### config.mk
export PLATFORM = sky130hd
export DESIGN_NAME = brk_cycle_match
export DESIGN_NICKNAME = d
export VERILOG_FILES = /design/src/rtl/brk_pkg.sv /design/src/rtl/brk_cfg_reg.sv /design/src/rtl/brk_sel_match.sv /design/src/rtl/brk_size_match.sv /design/src/rtl/brk_cycle_match.sv
export SDC_FILE = /design/constraint.sdc
export NUM_CORES = 1
export LEC_CHECK = 0
export ABC_CLOCK_PERIOD_IN_PS = 1900
export BUFFER_PORTS_ARGS = -buffer_cell sky130_fd_sc_hd__buf_2
export CAP_MARGIN = 30
export CORE_UTILIZATION = 35
export CTS_CLUSTER_DIAMETER = 40
export CTS_CLUSTER_SIZE = 40
export DETAILED_ROUTE_END_ITERATION = 10
export PLACE_DENSITY = 0.8
export SETUP_SLACK_MARGIN = 0.1
export SYNTH_ARGS = -nofsm -noshare
export SYNTH_HDL_FRONTEND = slang
export SYNTH_HIERARCHICAL = 1
export SYNTH_SLANG_ARGS = --single-unit
### constraint.sdc
create_clock -name clk_i -period 1.9 [get_ports clk_i]
set_input_delay 0 -clock clk_i [delete_from_list [all_inputs] [get_ports clk_i]]
set_output_delay 0 -clock clk_i [all_outputs]
set_load 0.01 [all_outputs]
### src/rtl/brk_pkg.sv
package brk_pkg;
  localparam int CFG_W  = 7;
  localparam int SIZE_W = 2;

  typedef enum logic [SIZE_W-1:0] {
    SZ_BYTE = 2'b00,
    SZ_WORD = 2'b01,
    SZ_LONG = 2'b10,
    SZ_QUAD = 2'b11
  } bus_size_e;

  typedef struct packed {
    logic [2:0] size;
    logic [1:0] kind;
    logic [1:0] dir;
  } brk_cfg_t;
endpackage

### src/rtl/brk_cfg_reg.sv
module brk_cfg_reg
  import brk_pkg::*;
#(
  parameter int REG_W = 16
) (
  input  logic             clk_i,
  input  logic             rst_ni,
  input  logic             we_i,
  input  logic [REG_W-1:0] wdata_i,
  output brk_cfg_t         cfg_o,
  output logic [REG_W-1:0] rdata_o
);
  brk_cfg_t cfg_q;

  always_ff @(posedge clk_i or negedge rst_ni) begin
    if (!rst_ni) begin
      cfg_q <= '0;
    end else if (we_i) begin
      cfg_q.size <= {wdata_i[6], wdata_i[1:0]};
      cfg_q.kind <= wdata_i[5:4];
      cfg_q.dir  <= wdata_i[3:2];
    end
  end

  // reserved upper bits are hard zero
  always_comb begin
    rdata_o      = '0;
    rdata_o[6]   = cfg_q.size[2];
    rdata_o[5:4] = cfg_q.kind;
    rdata_o[3:2] = cfg_q.dir;
    rdata_o[1:0] = cfg_q.size[1:0];
  end

  assign cfg_o = cfg_q;
endmodule

### src/rtl/brk_sel_match.sv
// two-alternative qualifier: 00 off, 01 first, 10 second, 11 either
module brk_sel_match (
  input  logic [1:0] sel_i,
  input  logic       is_first_i,
  output logic       ok_o
);
  assign ok_o = (sel_i == 2'b00)
              | (sel_i[0] &  is_first_i)
              | (sel_i[1] & ~is_first_i);
endmodule

### src/rtl/brk_size_match.sv
module brk_size_match
  import brk_pkg::*;
(
  input  logic [2:0]        code_i,
  input  logic [SIZE_W-1:0] size_i,
  output logic              ok_o
);
  logic [2:0] want;

  always_comb begin
    want = code_i - 3'd1;
    unique case (code_i)
      3'd0:                   ok_o = 1'b1;
      3'd1, 3'd2, 3'd3, 3'd4: ok_o = (want[SIZE_W-1:0] == size_i);
      default:                ok_o = 1'b0;  // prohibited codes
    endcase
  end
endmodule

### src/rtl/brk_cycle_match.sv
module brk_cycle_match
  import brk_pkg::*;
#(
  parameter int REG_W = 16
) (
  input  logic             clk_i,
  input  logic             rst_ni,
  input  logic             reg_we_i,
  input  logic [REG_W-1:0] reg_wdata_i,
  output logic [REG_W-1:0] reg_rdata_o,
  input  logic             bus_valid_i,
  input  logic             bus_fetch_i,
  input  logic             bus_write_i,
  input  logic [1:0]       bus_size_i,
  output logic             brk_req_o
);
  brk_cfg_t cfg;
  logic     kind_ok, dir_ok, size_ok, any_en, hit;

  brk_cfg_reg #(.REG_W(REG_W)) u_cfg (
    .clk_i   (clk_i),
    .rst_ni  (rst_ni),
    .we_i    (reg_we_i),
    .wdata_i (reg_wdata_i),
    .cfg_o   (cfg),
    .rdata_o (reg_rdata_o)
  );

  brk_sel_match u_kind (
    .sel_i      (cfg.kind),
    .is_first_i (bus_fetch_i),
    .ok_o       (kind_ok)
  );

  brk_sel_match u_dir (
    .sel_i      (cfg.dir),
    .is_first_i (~bus_write_i),
    .ok_o       (dir_ok)
  );

  brk_size_match u_size (
    .code_i (cfg.size),
    .size_i (bus_size_i),
    .ok_o   (size_ok)
  );

  assign any_en = |cfg;
  assign hit    = bus_valid_i & any_en & kind_ok & dir_ok & size_ok;

  always_ff @(posedge clk_i or negedge rst_ni) begin
    if (!rst_ni) brk_req_o <= 1'b0;
    else         brk_req_o <= hit;
  end
endmodule

* After elaboration in Yosys (flattened, before gate mapping)
Cells that the tools add are included.
Word-level totals: register bits after elaboration 8, input port bits 24, logic and storage cells 30
Cells by class: add/subtract/negate cells 1, equality and inequality tests 5, multiplexer cells 1, bitwise logic cells 14, reduce and logical (&&, ||, !) cells 5
Operators with widths (number):
- bitwise AND 1 bit | 8
- OR reduction 7 bit | 1
- == test 3 x 2 -> 1 bit, second input constant | 2
- zero test 2 bit | 2
- bitwise OR 1 bit | 4
- OR reduction 4 bit | 1
- == test 3 x 1 -> 1 bit, second input constant | 1
- == test 3 bit, second input constant | 1
- zero test 3 bit | 1
- == test 2 bit | 1
- NOT 1 bit | 2
- one-hot mux 1 bit (2 select lines) | 1
- subtractor 2 x 1 -> 2 bit, second input constant | 1

* Logic depth before layout (Yosys ltp)
word-level depth 6, depth in mapped cells 7

* Hierarchy
Netlist, hierarchy kept.
Modules (own cells, without submodules):
- brk_cfg_reg | instances 1, cells an instance 32, area each 415.4 um^2, sequential area each 175.2 um^2
- brk_size_match | instances 1, cells an instance 12, area each 105.1 um^2, sequential area each 0.0 um^2
- brk_cycle_match | instances 1, cells an instance 6, area each 57.6 um^2, sequential area each 25.0 um^2
- brk_sel_match | instances 2, cells an instance 3, area each 17.5 um^2, sequential area each 0.0 um^2

* Worst setup path after synthesis
Ideal clock, no wire load.
path type register -> register, start register u_cfg.cfg_q (netlist bit u_cfg/cfg_o[4]), end register brk_req_o, arrival 1.477 ns, data required time 1.823 ns, setup slack 0.346 ns, cell stages (with the launch flop) 8, buffers on the path 0, period minus slack after synthesis 1.554 ns, cells stage by stage dfrtp_1 > inv_1 > ha_1 > xnor2_1 > nor4_2 > a21o_1 > nand4_1 > a21oi_1
RTL lines:
- start, declared | RTL line brk_cfg_reg.sv:13 | brk_cfg_t cfg_q;
- subtractor 2 x 1 -> 2 bit, or another cell as far along | RTL line brk_size_match.sv:11 | want = code_i - 3'd1;
- == test 2 bit / OR reduction 4 bit (equally long branches) | RTL line brk_size_match.sv:14, brk_size_match.sv:12
- one-hot mux 1 bit (2 select lines) (*) | RTL line brk_size_match.sv:12 | unique case (code_i)
- named net size_ok | RTL line brk_cycle_match.sv:18 | logic kind_ok, dir_ok, size_ok, any_en, hit;
- bitwise AND 1 bit (*) | RTL line brk_cycle_match.sv:48 | assign hit = bus_valid_i & any_en & kind_ok & dir_ok & size_ok;
- named net hit | RTL line brk_cycle_match.sv:18
- end signal, assigned | RTL line brk_cycle_match.sv:52 | else brk_req_o <= hit;
- end, declared | RTL line brk_cycle_match.sv:15 | output logic brk_req_o
Mark *: on every way through the listed nets, which the timed path passes. The rest lies on a longest branch. A chain may end at the register's enable or synchronous reset.

* Worst setup path after layout
start register u_cfg.cfg_q (netlist bit u_cfg/cfg_o[5]), end register brk_req_o
Same word-level chain as after synthesis.

==> results.cfg <==
[critical_path]
crit_required_ns = 2.07
cp_cell_sequence = inv_1, ha_1, xnor2_1, nor4_2, a21o_1, nand4_1, a21oi_1
worstSetupEndpointType = register
timing.critical_path.arrival_ns = 1.82
start_kind = register
critical_path_peak_fanout = 6
cp_slowest_stage_delay_ns = 0.43
reg2regPathDepth = 7
path_class = register to register
crit_slowest_cell = dfrtp_1
setup.reg_to_reg.worst_slack_ns = 0.26
rr_endpoint = brk_req_o$_DFF_PN0_
beginning_of_the_worst_register_to_register_path = u_cfg/cfg_o[5]$_DFFE_PN0P_

[sta]
min_period_over_period_pct = 86.5
hold_violations = 0
tns_ns = 0
clock.fmax_mhz = 609
grt_setup_unrepaired = no
minimum_clock_period_ns = 1.64
setup_slack_ns = 0.257
final-setup-viol-count = 0
whs_ns = 0.115
report.final.slew_viol_count = 0
skew_ns = 0.00122

[yosys]
yosysTopAreaCellShare_pct = 32.7
ys_top_cells_by_area = dfrtp_1 33%, buf_4 20%, mux2_4 17%, ha_1 8.2%, nor4_2 4.1%
synth_area_per_cell_um2 = 10.9
synth-adder-area-share_pct = 8.16
post-synth-top-area-cell = dfrtp_1
main_combinational_cell_family_by_area_after_synthesis = buffers and inverters
synthMuxAreaShare_pct = 17.1
synth_compound_area_share_pct = 4.49
synthesized_instance_count = 56
syn-cell-area_um2 = 613
yosys_warnings = 6
synth_cell_types = 16
yosys_register_bits = 8
synth_simple_gate_area_share_pct = 10.8
xor_xnor_fraction_of_synth_area_pct = 2.86
share_of_synthesized_area_occupied_by_flip_flops_and_latches_pct = 32.7

[layout]
n_fill_cell = 159
syn_to_final_growth_pct = 24.3
antenna_cells_inserted = 0
final-instance-count-excl-fill = 98
seqCellArea_um2 = 200
final_cell_mix = 22 x buf_2, 9 x dlygate4sd3_1, 9 x conb_1, 8 x dfrtp_1, 7 x mux2_4
layout.core_utilization_pct = 48.3
share_of_final_layout_standard_cells_stronger_than_drive_strength_1_pct = 42.7
multi_input_area_um2 = 300
layout.cells.most_common = buf_2
postLayoutCellArea_um2 = 762
final_net_count = 112

[clock_tree]
clock_tree.htree_level_count = 1
postCtsResizedCells = 0
clock_path_buffers = 2
total_cts_buffers = 3
clkSinkCount = 8
ctsRootBufferMaster = clkbuf_4
worstSkewPairLatency_ns = 0.25
cts.reportedPaths.clkPinSlew_ns = 0.05
tritoncts = built

[run]
max-cap-violations = 0

[global_route]
grt_pass1_vias = 462
grt_pass1_wl_um = 1840
grt_usage_pct = 13.7
antenna_found_initial = 0
overflow = 0
grt_start_max_net_pins = 9

[floorplan]
start_util_pct = 38.9
std_cell_rows = 14
pin_count = 41
die_height_um = 43.9
die_area_um2 = 1920
core_area_um2 = 1580
dieWidth_um = 43.9

[drt]
drt_iter0_markers = 8
routed-via-count = 440
drc = 3
antenna_violating_nets_post_route = 0
first_pass_iters = 7
avgViaCountPerCell = 4.49
route.detailed.wl_per_inst_um = 10.7
routed_wl_um = 1050

[power_and_ir_drop]
power_leakage_nw = 0.416
power-per-cell-area_nw_per_um2 = 628
power_mw = 0.479
power.ir.vdd_worst_mv = 0.323

[run_status]
failed_checks = DRC
status = finished with violations

[place]
globalplace.congestion = 0.681
numPortBuffers = 22
numPlacedInstances = 86
pre_cts_slack_ns = 0.248
dp_hpwl_um = 749
placed_cell_area_um2 = 649

[hold_path]
min_path_type = input port to async pin
[cells in the mapped netlist, drive strengths merged]
master	n
buf	17
dfrtp	8
mux2	7
ha	4
a21oi	3
inv	3
and3b	2
nor2	2
nor3	2
nor4	2
xnor2	2
a21o	1
conb	1
nand4	1
o21ai	1
[what timing repair did]
item / CTS / global route
setup buffers: 0 / 0
setup endpoints to repair: 0 / 0
hold buffers: 9 / 0
hold endpoints to repair: 16 / 0
[per-layer routing]
| metal | track usage [%] | routed length (µm) |
|---|---|---|
| met5 | 0 | 0 |
| met4 | 1.82 | 0 |
| met3 | 7.50 | 100 |
| met2 | 25.7 | 559 |
| met1 | 13.6 | 393 |
[cell families after synthesis]
logic type | count (synthesis)
flops | 8
compound gates | 5
buf+inv | 20
xor+xnor | 2
simple gates | 9
mux | 7
other cells | 1
fa+ha+maj | 4
[power breakdown]
group | switching [mW] | internal, mW | total (mW)
sequential | 0.0195 | 0.187 | 0.207
combinational | 0.0650 | 0.0809 | 0.146
clock | 0.0541 | 0.0720 | 0.126
[registers in the layout, indices dropped and copies added (netlist names)]
signal and flops:
u_cfg/cfg_o 7, brk_req_o 1
[area by class of cell]
cell class	count	share of cell area, %
Timing Repair Buffer	32	27.3
Tap cell	16	2.63
Inverter	3	1.48
Multi-Input combinational cell	36	39.4
Clock buffer	3	2.96
Sequential cell	8	26.3
[how the worst max path moves through the flow]
| stage | from | end | slack [ns] | cells after the start |
|---|---|---|---|---|
| after floorplan | u_cfg/cfg_o[4]$_DFFE_PN0P_ | brk_req_o$_DFF_PN0_ | 0.35 | 7 |
| after global placement | u_cfg/cfg_o[5]$_DFFE_PN0P_ | brk_req_o$_DFF_PN0_ | 0.34 | 7 |
| after detailed placement | u_cfg/cfg_o[5]$_DFFE_PN0P_ | brk_req_o$_DFF_PN0_ | 0.25 | 7 |
| after CTS | u_cfg/cfg_o[5]$_DFFE_PN0P_ | brk_req_o$_DFF_PN0_ | 0.23 | 7 |
| after global routing | u_cfg/cfg_o[5]$_DFFE_PN0P_ | brk_req_o$_DFF_PN0_ | 0.14 | 7 |
| final | u_cfg/cfg_o[5]$_DFFE_PN0P_ | brk_req_o$_DFF_PN0_ | 0.26 | 7 |
[worst max-delay path, delay by kind of cell, from the launching register on]
| kind | cells | cell delay, ns |
|---|---|---|
| simple gates | 2 | 0.33 |
| xor+xnor | 1 | 0.16 |
| compound gates | 2 | 0.25 |
| buf+inv | 1 | 0.09 |
| flops | 1 | 0.43 |
| fa+ha+maj | 1 | 0.30 |
(Power assumes the default switching activity.)
